<file path="src/rtl/burst_addr_pkg.sv">
package burst_addr_pkg;
    localparam int LOW_W = 2;

    typedef enum logic [1:0] {
        KIND_IDLE  = 2'b00,
        KIND_READ  = 2'b01,
        KIND_WRITE = 2'b10
    } cyc_kind_e;
endpackage

</file>
<file path="src/rtl/burst_start_decode.sv">
module burst_start_decode (
    input  logic cpu_strb_n,
    input  logic ctl_strb_n,
    input  logic ce_main_n,
    input  logic ce_hi,
    input  logic ce_lo_n,
    input  logic wr_n,
    output logic start_vld,
    output logic desel,
    output logic start_wr,
    output logic strobes_idle
);
    logic cpu_sel;
    logic ctl_sel;
    logic sub_ok;

    always_comb begin
        cpu_sel      = !cpu_strb_n;
        ctl_sel      = cpu_strb_n && !ctl_strb_n;
        sub_ok       = ce_hi && !ce_lo_n;
        // processor start needs the master enable; controller start does not
        start_vld    = cpu_sel ? (sub_ok && !ce_main_n) : (ctl_sel && sub_ok);
        desel        = (cpu_sel || ctl_sel) && !start_vld;
        start_wr     = ctl_sel && !wr_n;
        strobes_idle = cpu_strb_n && ctl_strb_n;
    end
endmodule

</file>
<file path="src/rtl/burst_seq.sv">
module burst_seq
    import burst_addr_pkg::*;
(
    input  logic [LOW_W-1:0] base,
    input  logic [LOW_W-1:0] beat,
    input  logic             ilv,
    output logic [LOW_W-1:0] low
);
    always_comb begin
        if (ilv) low = base ^ beat;
        else     low = base + beat;
    end
endmodule

</file>
<file path="src/rtl/burst_addr_ctrl.sv">
module burst_addr_ctrl
    import burst_addr_pkg::*;
#(
    parameter int AW = 20
) (
    input  logic          clk,
    input  logic          rst_n,
    input  logic [AW-1:0] ext_addr,
    input  logic          cpu_strb_n,
    input  logic          ctl_strb_n,
    input  logic          adv_n,
    input  logic          ce_main_n,
    input  logic          ce_hi,
    input  logic          ce_lo_n,
    input  logic          wr_n,
    input  logic          order_ilv,
    output logic [AW-1:0] word_addr,
    output logic [1:0]    cyc_kind
);
    localparam int HI_W = AW - LOW_W;

    typedef struct packed {
        logic [AW-1:0]    addr;
        logic [LOW_W-1:0] base;
        logic [LOW_W-1:0] beat;
        logic             ilv;
        cyc_kind_e        kind;
    } st_t;

    st_t st_d, st_q;

    logic             start_vld, desel, start_wr, strobes_idle;
    logic [LOW_W-1:0] beat_nx;
    logic [LOW_W-1:0] low_nx;

    burst_start_decode i_dec (
        .cpu_strb_n  (cpu_strb_n),
        .ctl_strb_n  (ctl_strb_n),
        .ce_main_n   (ce_main_n),
        .ce_hi       (ce_hi),
        .ce_lo_n     (ce_lo_n),
        .wr_n        (wr_n),
        .start_vld   (start_vld),
        .desel       (desel),
        .start_wr    (start_wr),
        .strobes_idle(strobes_idle)
    );

    assign beat_nx = st_q.beat + 1'b1;

    burst_seq i_seq (
        .base(st_q.base),
        .beat(beat_nx),
        .ilv (st_q.ilv),
        .low (low_nx)
    );

    always_comb begin
        st_d = st_q;
        if (start_vld) begin
            st_d.addr = ext_addr;
            st_d.base = ext_addr[LOW_W-1:0];
            st_d.beat = '0;
            st_d.ilv  = order_ilv;
            st_d.kind = start_wr ? KIND_WRITE : KIND_READ;
        end else if (desel) begin
            st_d.kind = KIND_IDLE;
        end else if (strobes_idle && !adv_n && st_q.kind != KIND_IDLE) begin
            st_d.beat             = beat_nx;
            st_d.addr[LOW_W-1:0]  = low_nx;
        end
    end

    always_ff @(posedge clk) begin
        if (!rst_n) begin
            st_q.addr <= '0;
            st_q.base <= '0;
            st_q.beat <= '0;
            st_q.ilv  <= 1'b0;
            st_q.kind <= KIND_IDLE;
        end else begin
            st_q <= st_d;
        end
    end

    assign word_addr = st_q.addr;
    assign cyc_kind  = st_q.kind;


    cpu_load_chk: assert property (@(posedge clk) disable iff (!rst_n)
        (!cpu_strb_n && !ce_main_n && ce_hi && !ce_lo_n)
        |=> (word_addr == $past(ext_addr) && cyc_kind == 2'b01));


    ctl_load_chk: assert property (@(posedge clk) disable iff (!rst_n)
        (cpu_strb_n && !ctl_strb_n && ce_hi && !ce_lo_n)
        |=> (word_addr == $past(ext_addr)
             && cyc_kind == ($past(wr_n) ? 2'b01 : 2'b10)));


    main_block_chk: assert property (@(posedge clk) disable iff (!rst_n)
        (!cpu_strb_n && ce_main_n) |=> (cyc_kind == 2'b00));


    suspend_chk: assert property (@(posedge clk) disable iff (!rst_n)
        (cpu_strb_n && ctl_strb_n && adv_n)
        |=> ($stable(word_addr) && $stable(cyc_kind)));


    upper_fixed_chk: assert property (@(posedge clk) disable iff (!rst_n)
        (cpu_strb_n && ctl_strb_n)
        |=> (word_addr[AW-1:LOW_W] == $past(word_addr[AW-1:LOW_W])));


    desel_hold_chk: assert property (@(posedge clk) disable iff (!rst_n)
        ((!cpu_strb_n || !ctl_strb_n) && !(ce_hi && !ce_lo_n))
        |=> (cyc_kind == 2'b00 && $stable(word_addr)));


    idle_stays_chk: assert property (@(posedge clk) disable iff (!rst_n)
        (cyc_kind == 2'b00 && cpu_strb_n && ctl_strb_n)
        |=> (cyc_kind == 2'b00 && $stable(word_addr)));
endmodule

</file>
<file path="config.mk">
export PLATFORM = sky130hd
export DESIGN_NAME = burst_addr_ctrl
export DESIGN_NICKNAME = d
export VERILOG_FILES = /design/src/rtl/burst_addr_pkg.sv /design/src/rtl/burst_start_decode.sv /design/src/rtl/burst_seq.sv /design/src/rtl/burst_addr_ctrl.sv
export SDC_FILE = /design/constraint.sdc
export NUM_CORES = 1
export LEC_CHECK = 0
export BUFFER_PORTS_ARGS = -buffer_cell sky130_fd_sc_hd__buf_2
export CAP_MARGIN = 20
export CORE_UTILIZATION = 45
export CTS_BUF_LIST = sky130_fd_sc_hd__clkbuf_4 sky130_fd_sc_hd__clkbuf_8
export CTS_CLUSTER_DIAMETER = 100
export DETAILED_ROUTE_END_ITERATION = 6
export PLACE_DENSITY_LB_ADDON = 0.15
export SLEW_MARGIN = 15
export SYNTH_ARGS = -nofsm -noshare
export SYNTH_HDL_FRONTEND = slang
export SYNTH_HIERARCHICAL = 1
export SYNTH_SLANG_ARGS = --single-unit
</file>
<file path="constraint.sdc">
create_clock -name clk -period 3.8 [get_ports clk]
set_clock_uncertainty 0.2 [all_clocks]
set_input_delay 0.38 -clock clk [delete_from_list [all_inputs] [get_ports clk]]
set_output_delay 0.38 -clock clk [all_outputs]
set_load 0.02 [all_outputs]
</file>
# == After elaboration in Yosys (flattened, before gate mapping) ==
# Index checks and enable logic that the tools add are counted.
# word_totals
regBits,27
latch_bits,0
mem_bits_rw,0
mem_bits_ro,0
in_bits,30
output_inout_bits,22
word_cells,43
memories,0
# op_classes
add_sub_neg,2
multipliers,0
n_div,0
order_cmp,0
eq_ne,1
n_shift,0
n_mux,8
n_bitwise,3
reduce_logical,23
# op_table
cell,count
$mux 2,7
$logic_and 1x1->1,9
$logic_not 1->1,7
$reduce_bool 2->1,3
$reduce_and 2->1,2
$add 2x1->2 const B,1
$add 2x2->2,1
$ne 2x1->1 const B,1
$not 1->1,2
$reduce_or 2->1,1
$xor 2x2->2,1
$logic_or 1x1->1,1
$mux 1,1

# == Longest topological paths before layout ==
# Gate-level depths: netlist of run 1.
# depth
depth_word,8
mapped_depth,7
depth_no_buf,6

# == Modules after synthesis ==
# The synthesis of run 1 kept the hierarchy.
# modules_own_cells
mod,n_inst,cells_per_inst,area_per_inst_um2,seq_area_each_um2
burst_addr_ctrl,1,123,1239.9,540.5
burst_start_decode,1,8,61.3,0.0
burst_seq,1,4,36.3,0.0

# == Worst setup path after synthesis of run 1 ==
# Ideal clock, no wire load.
# synth_timing
kind,in2reg
startpoint,input ce_lo_n
endpoint,register st_q[4] (netlist name)
setup_time_ps,116
t_arrival_ps,1574
required_ps,3484
slack_ps,1910
cell_stages,6
path_buffers,0
cell_sequence,nand2b_2 -> nand2b_1 -> a21oi_1 -> or3b_4 -> o31a_1 -> o211a_1
# synth_via
elab_chain_cells,8
word_cells_on_any_way,10
cone_classes,mux (1); bitwise (1); reduce/logical (8)
# synth_rtl
item,line_no,source
"start, declared",burst_addr_ctrl.sv:14,"input logic ce_lo_n,"
$logic_not 1->1 *,burst_start_decode.sv:20,sub_ok = ce_hi && !ce_lo_n;
$logic_and 1x1->1 *,burst_start_decode.sv:20,
$logic_and 1x1->1,burst_start_decode.sv:22,start_vld = cpu_sel ? (sub_ok && !ce_main_n) : (ctl_sel && sub_ok);
$mux 1 *,burst_start_decode.sv:22,
$logic_not 1->1 *,burst_start_decode.sv:23,desel = (cpu_sel || ctl_sel) && !start_vld;
$logic_and 1x1->1 *,burst_start_decode.sv:23,
via desel,burst_addr_ctrl.sv:32,"logic start_vld, desel, start_wr, strobes_idle;"
$not 1->1 (no line) *,n/a,
$reduce_and 2->1 (no line) *,n/a,
"end signal, assigned",burst_addr_ctrl.sv:82,st_q <= st_d;
"end, declared",burst_addr_ctrl.sv:30,"st_t st_d, st_q;"
# Mark *: on every way through the listed nets, which the timed path passes. The rest lies on a longest branch.
# A chain may end at the register's enable or synchronous reset.

# == Worst setup path after layout of run 1 ==
# layout_timing
startpoint,input cpu_strb_n
endpoint,"register st_q, in the netlist word_addr[19]"
# layout_via
elab_chain_cells,3
# layout_rtl
item,line_no,source
"start, declared",burst_addr_ctrl.sv:9,"input logic cpu_strb_n,"
$logic_and 1x1->1,burst_start_decode.sv:19,ctl_sel = cpu_strb_n && !ctl_strb_n;
$logic_and 1x1->1,burst_start_decode.sv:22,
$mux 1 *,burst_start_decode.sv:22,
via start_vld,burst_addr_ctrl.sv:32,
# Marks and branches as above.

==> metrics.txt, run 1 <==
# TYPE chip_impl_metric gauge
chip_impl_metric{name="power_switching",unit="µW"} 126
chip_impl_metric{name="fin_cells",unit=""} 195
chip_impl_metric{name="finalWirelength",unit="µm"} 2320
chip_impl_metric{name="core",unit="µm²"} 2780
chip_impl_metric{name="setup.reg_to_reg.worst_slack",unit="ns"} 2.33
chip_impl_metric{name="design_area",unit="µm²"} 1490
chip_impl_metric{name="grt_pass1_wl",unit="µm"} 4040
chip_impl_metric{name="detailroute.via_count",unit=""} 960
chip_impl_metric{name="route.detailed.drc",unit=""} 0
chip_impl_metric{name="synth_cells",unit=""} 135
chip_impl_metric{name="setup-tns-final",unit="ns"} 0
chip_impl_info{name="critPathKind",value="input pin to flop"} 1
chip_impl_metric{name="number_of_cts_inserted_buffers",unit=""} 3
chip_impl_info{name="crit_path_slowest_cell",value="nor3_4"} 1
chip_impl_metric{name="global_route.usage.total",unit="%"} 15.4
chip_impl_metric{name="critical_path_arrival",unit="ns"} 2.03
chip_impl_metric{name="nFillCells",unit=""} 275
chip_impl_info{name="cell_with_the_most_instances_after_synthesis",value="dfxtp_1"} 1
chip_impl_metric{name="fin_crit_sh",unit="%"} 52.8
chip_impl_metric{name="comb_power_share",unit="%"} 16.2
chip_impl_metric{name="vertical_die_dimension",unit="µm"} 56.5
chip_impl_metric{name="number_of_nets_produced_by_synthesis",unit=""} 166
chip_impl_metric{name="syn2layout_area_growth",unit="%"} 11.2
chip_impl_metric{name="pin_count_of_the_biggest_net_entering_global_routing",unit=""} 28
chip_impl_info{name="grt_setup_unrepaired",value="no"} 1
chip_impl_metric{name="io_buffers",unit=""} 51
chip_impl_info{name="startpoint_type",value="input pin"} 1
chip_impl_metric{name="timing.critical_path.fanout_max",unit=""} 17
chip_impl_metric{name="tightest_slew",unit="ns"} 0.856
chip_impl_info{name="timing.critical_path.from",value="cpu_strb_n"} 1
chip_impl_metric{name="power.internal",unit="µW"} 381
chip_impl_metric{name="antenna_cells",unit=""} 0
chip_impl_info{name="endpoint_with_the_worst_hold_slack",value="word_addr[7]"} 1
chip_impl_metric{name="finalWeightedCongestion",unit=""} 0.729
chip_impl_metric{name="cts.sink_count",unit=""} 27
chip_impl_metric{name="ctsHtreeMaxLevel",unit=""} 1
chip_impl_metric{name="final-hold-violation-count",unit=""} 0
chip_impl_info{name="cp_cell_sequence",value="buf_2 -> and2_4 -> nor3_4 -> buf_4 -> mux2i_1 -> nor2b_1"} 1
chip_impl_metric{name="maxCapViolCount",unit=""} 0
chip_impl_metric{name="slew-limit-headroom",unit="%"} 42.7
chip_impl_info{name="cts_root_buf",value="clkbuf_4"} 1
chip_impl_metric{name="postLayoutCoreUtil",unit="%"} 53.5
chip_impl_metric{name="yosys_warnings",unit=""} 6
chip_impl_metric{name="leftover_overflow_at_the_end_of_global_routing",unit=""} 0
chip_impl_metric{name="antenna_found_initial",unit=""} 0
chip_impl_info{name="outcome",value="finished, final reports clean"} 1
chip_impl_metric{name="wl_per_cell",unit="µm"} 11.9
chip_impl_info{name="netlist_top_cells_area",value="dfxtp_1, mux2i_1, buf_4"} 1
chip_impl_metric{name="drive_gt1_share",unit="%"} 37.8
chip_impl_info{name="synthDominantAreaCellType",value="dfxtp_1"} 1
chip_impl_metric{name="timing.critical_path.required",unit="ns"} 3.82
chip_impl_metric{name="synth_sequential_area_ratio",unit="%"} 40.4
chip_impl_metric{name="synth_area",unit="µm²"} 1340
chip_impl_info{name="crit_path_end_kind",value="flop"} 1
chip_impl_metric{name="clk_path_buf_depth",unit=""} 2
chip_impl_metric{name="setup_viol_count_final",unit=""} 0
chip_impl_metric{name="postSynth.asyncResetShare",unit="%"} 0
chip_impl_info{name="rr_startpoint",value="st_q[3]"} 1
chip_impl_metric{name="preCtsSetupSlack",unit="ns"} 1.44
chip_impl_info{name="dominantRegCellSynth",value="dfxtp_1"} 1
chip_impl_metric{name="dp_hpwl",unit="µm"} 1720
chip_impl_info{name="worstHoldStart",value="ext_addr[7]"} 1
chip_impl_metric{name="dr.first_iter.drc_count",unit=""} 21
chip_impl_metric{name="post_synth_num_cell_types",unit=""} 27
chip_impl_info{name="cts_tree",value="built"} 1
chip_impl_metric{name="clkTransAtPathRegs",unit="ns"} 0.13
chip_impl_metric{name="power_leakage",unit="nW"} 0.666
chip_impl_metric{name="power.clock.fraction",unit="%"} 24.8
chip_impl_metric{name="switch_share",unit="%"} 24.9
chip_impl_info{name="worstHoldPathType",value="input pin to flop"} 1
chip_impl_metric{name="grt_pass1_vias",unit=""} 970
chip_impl_metric{name="fin_crit",unit="ns"} 2.01
chip_impl_metric{name="number_of_instances_resized_during_post_cts_repair",unit=""} 0
chip_impl_metric{name="timing.final.ws_setup",unit="ns"} 1.79
chip_impl_metric{name="cellPowerDensity",unit="nW/µm²"} 341
chip_impl_metric{name="achievable-frequency",unit="MHz"} 498
chip_impl_metric{name="nets",unit=""} 196
chip_impl_metric{name="r2r.worst_path.cells",unit=""} 6
chip_impl_info{name="netlist_top_cells_count",value="dfxtp_1, nor2b_1, buf_4"} 1
chip_impl_metric{name="peakVddDrop",unit="V"} 0.000207
chip_impl_metric{name="insertion_delay",unit="ns"} 0.31
chip_impl_metric{name="whs_path_depth",unit=""} 3
chip_impl_metric{name="yosysTopAreaCellShare",unit="%"} 40.4
chip_impl_metric{name="cts_hold_repair.buffers",unit=""} 0
chip_impl_metric{name="drt.antenna.violating_nets",unit=""} 0
chip_impl_metric{name="floorplan.die_area",unit="µm²"} 3190
chip_impl_metric{name="row_count",unit=""} 19
chip_impl_metric{name="io_pins",unit=""} 52
chip_impl_metric{name="power_frac_seq",unit="%"} 59.0
chip_impl_metric{name="drt-pass1-iter-count",unit=""} 3
chip_impl_metric{name="multiInputGateArea",unit="µm²"} 608
chip_impl_metric{name="timing.critical_path.slowest_cell_delay",unit="ns"} 0.70
chip_impl_metric{name="placement.cell_area",unit="µm²"} 1460
chip_impl_metric{name="die_w",unit="µm"} 56.5
chip_impl_metric{name="vias_per_cell",unit=""} 4.92
chip_impl_metric{name="synth_enable_flop_cells",unit=""} 0
chip_impl_metric{name="footprint_of_the_flip_flops_and_latches",unit="µm²"} 541
chip_impl_metric{name="floorplan.initialDensity",unit="%"} 48.1
chip_impl_info{name="regToRegEndpoint",value="word_addr[1]"} 1
chip_impl_metric{name="placed_cells",unit=""} 191
chip_impl_metric{name="finalMaxSlewViolations",unit=""} 0
chip_impl_metric{name="yosys_register_bits",unit=""} 27
chip_impl_metric{name="avgSynthCellArea",unit="µm²"} 9.91
chip_impl_metric{name="cts_post_setup_buffers_inserted",unit=""} 0
power by group through the flow:
stage                     clock network [mW]  registers [mW]  logic (mW)
after global routing                   0.141           0.301      0.0899
after global placement                     0           0.305      0.0802
after CTS                              0.137           0.299      0.0828
after floorplan                            0           0.304      0.0636
after detailed placement                   0           0.305      0.0826
final                                  0.126           0.299      0.0821
area by class of cell:
class	count	area share (%)
flip-flops and latches	27	36.3
clock buffers	4	2.02
multi-input cells	79	40.9
inverters	2	0.505
repair buffers	52	17.7
well taps	31	2.61
worst max-delay path: cells and delay by family:
family,cells,cell delay (ns)
and+or+nand+nor,3,0.93
muxes,1,0.22
buffers and inverters,2,0.48
state kept, by name, indices dropped and copies added, names as in the netlist:
register and cells:
word_addr 20, st_q 5, cyc_kind 2
metal layers:
metal	routed length, µm	vias to the layer above	GRT usage, %
met5	0	-	0
met3	78	2	2.07
li1	-	490	-
met1	1040	445	18.7
met4	13	0	5.23
met2	1190	23	27.7
cells in the final DEF (no fill, tap or decap), types with 2 or more instances in the layout:
| cell | count |
|---|---|
| nor2_1 | 3 |
| clkbuf_4 | 4 |
| a31oi_1 | 2 |
| o21ai_0 | 4 |
| inv_1 | 2 |
| xnor2_1 | 2 |
| buf_2 | 51 |
| o211a_1 | 2 |
| a21oi_1 | 5 |
| nor3b_1 | 3 |
| nor2b_1 | 24 |
| mux2i_1 | 21 |
| dfxtp_1 | 27 |
cell families after synthesis:
group	synth area share [%]
compound gates	7.02
xor+xnor	1.96
fa+ha+maj	0.935
buf+inv	14.6
flops	40.4
mux	15.7
simple gates	19.4
worst max path at each step:
| stage | to | cells after the start |
|---|---|---|
| global route | word_addr[16] | 6 |
| global placement | word_addr[4] | 6 |
| CTS | word_addr[19] | 6 |
| floorplan | st_q[4] | 6 |
| detailed placement | word_addr[19] | 6 |
| finish | word_addr[19] | 6 |
stage by stage:
step / hold slack, ns / power [mW]
4_1_cts: 0.0971 / 0.519
5_1_grt: 0.121 / 0.532
3_3_place_gp: 0.262 / 0.385
2_1_floorplan: 0.248 / 0.368
3_5_place_dp: 0.270 / 0.388
6_report: 0.118 / 0.507
No activity file was read; power rests on OpenSTA's default activity.
==> run 2, diff against run 1 <==
==> constraint.sdc (replaced) <==
create_clock -name clk -period 2.1 [get_ports clk]
set_clock_uncertainty 0.2 [all_clocks]
set_input_delay 0.21 -clock clk [delete_from_list [all_inputs] [get_ports clk]]
set_output_delay 0.21 -clock clk [all_outputs]
set_load 0.02 [all_outputs]
==> run 2 against run 1 <==
Against the previous run: cell count grew 12%; clock power grew 90%; combinational power grew 120%; routed wire length grew 14%; power grew 90%; critical path depth grew 1; setup slack lost 1.2 ns.
==> metrics.txt, run 2 (synthesis results as in run 1) <==
# TYPE chip_impl_metric gauge
chip_impl_info{name="cts_root_buf",value="clkbuf_4"} 1
chip_impl_metric{name="wl_per_cell",unit="µm"} 12.1
chip_impl_metric{name="io_buffers",unit=""} 51
chip_impl_metric{name="number_of_instances_resized_during_post_cts_repair",unit=""} 0
chip_impl_metric{name="global_route.usage.total",unit="%"} 17.9
chip_impl_metric{name="postLayoutCoreUtil",unit="%"} 61.6
chip_impl_metric{name="floorplan.initialDensity",unit="%"} 48.1
chip_impl_metric{name="timing.critical_path.fanout_max",unit=""} 5
chip_impl_metric{name="fin_cells",unit=""} 218
chip_impl_metric{name="largest_register_ffs",unit=""} 20
chip_impl_metric{name="finalMaxSlewViolations",unit=""} 0
chip_impl_metric{name="clk_path_buf_depth",unit=""} 2
chip_impl_metric{name="setup-tns-final",unit="ns"} 0
chip_impl_metric{name="tightest_slew",unit="ns"} 0.384
chip_impl_metric{name="power_leakage",unit="nW"} 0.765
chip_impl_metric{name="final-hold-violation-count",unit=""} 0
chip_impl_metric{name="pin_count_of_the_biggest_net_entering_global_routing",unit=""} 28
chip_impl_metric{name="drive_gt1_share",unit="%"} 34.2
chip_impl_metric{name="cts_hold_repair.buffers",unit=""} 21
chip_impl_metric{name="route.detailed.drc",unit=""} 0
chip_impl_metric{name="placed_cells",unit=""} 193
chip_impl_metric{name="insertion_delay",unit="ns"} 0.32
chip_impl_metric{name="floorplan.die_area",unit="µm²"} 3190
chip_impl_metric{name="antenna_cells",unit=""} 0
chip_impl_metric{name="cts_post_setup_buffers_inserted",unit=""} 0
chip_impl_info{name="critPathKind",value="input pin to flop"} 1
chip_impl_metric{name="setup_viol_count_final",unit=""} 0
chip_impl_metric{name="cellPowerDensity",unit="nW/µm²"} 562
chip_impl_metric{name="nets",unit=""} 219
chip_impl_metric{name="finalWeightedCongestion",unit=""} 0.726
chip_impl_metric{name="row_count",unit=""} 19
chip_impl_metric{name="dp_hpwl",unit="µm"} 1720
chip_impl_info{name="worstHoldPathType",value="input pin to flop"} 1
chip_impl_metric{name="antenna_found_initial",unit=""} 0
chip_impl_metric{name="grt_pass1_vias",unit=""} 1044
chip_impl_info{name="crit_path_end_kind",value="flop"} 1
chip_impl_info{name="cts_tree",value="built"} 1
chip_impl_metric{name="detailroute.via_count",unit=""} 1030
chip_impl_metric{name="die_w",unit="µm"} 56.5
chip_impl_metric{name="nFillCells",unit=""} 230
chip_impl_metric{name="maxCapViolCount",unit=""} 0
chip_impl_metric{name="power.clock.fraction",unit="%"} 24.8
chip_impl_info{name="layout.cells.most_common",value="buf_2"} 1
chip_impl_metric{name="core",unit="µm²"} 2780
chip_impl_metric{name="syn2layout_area_growth",unit="%"} 28.1
chip_impl_metric{name="leftover_overflow_at_the_end_of_global_routing",unit=""} 0
chip_impl_info{name="startpoint_type",value="input pin"} 1
chip_impl_metric{name="grt_pass1_wl",unit="µm"} 4530
chip_impl_metric{name="vias_per_cell",unit=""} 4.72
chip_impl_info{name="most_frequent_cells_in_the_layout",value="buf_2, dfxtp_1, nor2b_1, mux2i_1, dlygate4sd3_1"} 1
chip_impl_metric{name="comb_power_share",unit="%"} 18.9
chip_impl_metric{name="finalWirelength",unit="µm"} 2630
chip_impl_metric{name="switch_share",unit="%"} 25.5
chip_impl_metric{name="number_of_cts_inserted_buffers",unit=""} 3
chip_impl_metric{name="drt-pass1-iter-count",unit=""} 3
chip_impl_info{name="grt_setup_unrepaired",value="no"} 1
chip_impl_metric{name="vertical_die_dimension",unit="µm"} 56.5
chip_impl_metric{name="achievable-frequency",unit="MHz"} 645
chip_impl_metric{name="critical_path_arrival",unit="ns"} 1.59
chip_impl_metric{name="clkTransAtPathRegs",unit="ns"} 0.15
chip_impl_metric{name="fin_crit",unit="ns"} 1.55
chip_impl_metric{name="cts.sink_count",unit=""} 27
chip_impl_metric{name="power.internal",unit="µW"} 717
chip_impl_metric{name="power_switching",unit="µW"} 245
chip_impl_metric{name="slew-limit-headroom",unit="%"} 74.4
chip_impl_metric{name="ctsHtreeMaxLevel",unit=""} 1
chip_impl_metric{name="dr.first_iter.drc_count",unit=""} 20
chip_impl_metric{name="drt.antenna.violating_nets",unit=""} 0
chip_impl_info{name="outcome",value="finished, final reports clean"} 1
chip_impl_metric{name="io_pins",unit=""} 52
chip_impl_metric{name="fin_crit_sh",unit="%"} 73.8
chip_impl_metric{name="timing.critical_path.required",unit="ns"} 2.14
chip_impl_metric{name="power_frac_seq",unit="%"} 56.3
chip_impl_metric{name="peakVddDrop",unit="V"} 0.000369
-- run 2: final timing paths --
path                 from            to  slack [ns]  cells past startpoint
min reg2reg  word_addr[1]  word_addr[1]        0.31                      2
max               ce_lo_n       st_q[4]        0.55                      7
min                  wr_n   cyc_kind[1]        0.04                      4
max reg2reg       st_q[3]  word_addr[1]        0.66                      6
-- run 2: stage by stage --
stage,power [mW],cell area (µm²),worst slack (ns),hold slack (ns)
after global routing,1.01,1710,0.471,0.0267
after detailed placement,0.703,1470,0.187,0.276
after global placement,0.699,1470,0.231,0.267
after CTS,0.971,1710,0.550,0.0330
after floorplan,0.666,1340,0.380,0.138
final,0.962,1710,0.549,0.0377
-- run 2: power groups by stage --
stage	clock network (mW)	registers, mW	logic (mW)
floorplan	0	0.551	0.115
global placement	0	0.552	0.147
detailed placement	0	0.552	0.151
CTS	0.248	0.542	0.181
global route	0.268	0.544	0.198
finish	0.239	0.541	0.182
-- run 2: per-layer routing --
metal	GRT usage [%]	vias up	share of wire (%)
met1	21.3	470	44
met2	32.9	25	52
met3	2.07	2	2.7
li1	-	533	-
met4	6.27	0	0.65
met5	0	-	0
-- run 2: critical path, stage by stage --
cell	delay, ns
buf_2	0.09
nand2b_2	0.20
nand2b_1	0.08
a21oi_1	0.11
or3b_4	0.44
o31a_1	0.24
o211a_1	0.21
-- run 2: cell type report --
cell class | instances | area [µm²] | area share, %
inverter | 2 | 7.51 | 0.438
multi-input combinational | 79 | 608 | 35.5
timing repair buffer | 75 | 488 | 28.5
sequential | 27 | 541 | 31.6
tap | 31 | 38.8 | 2.26
clock buffer | 4 | 30.0 | 1.75
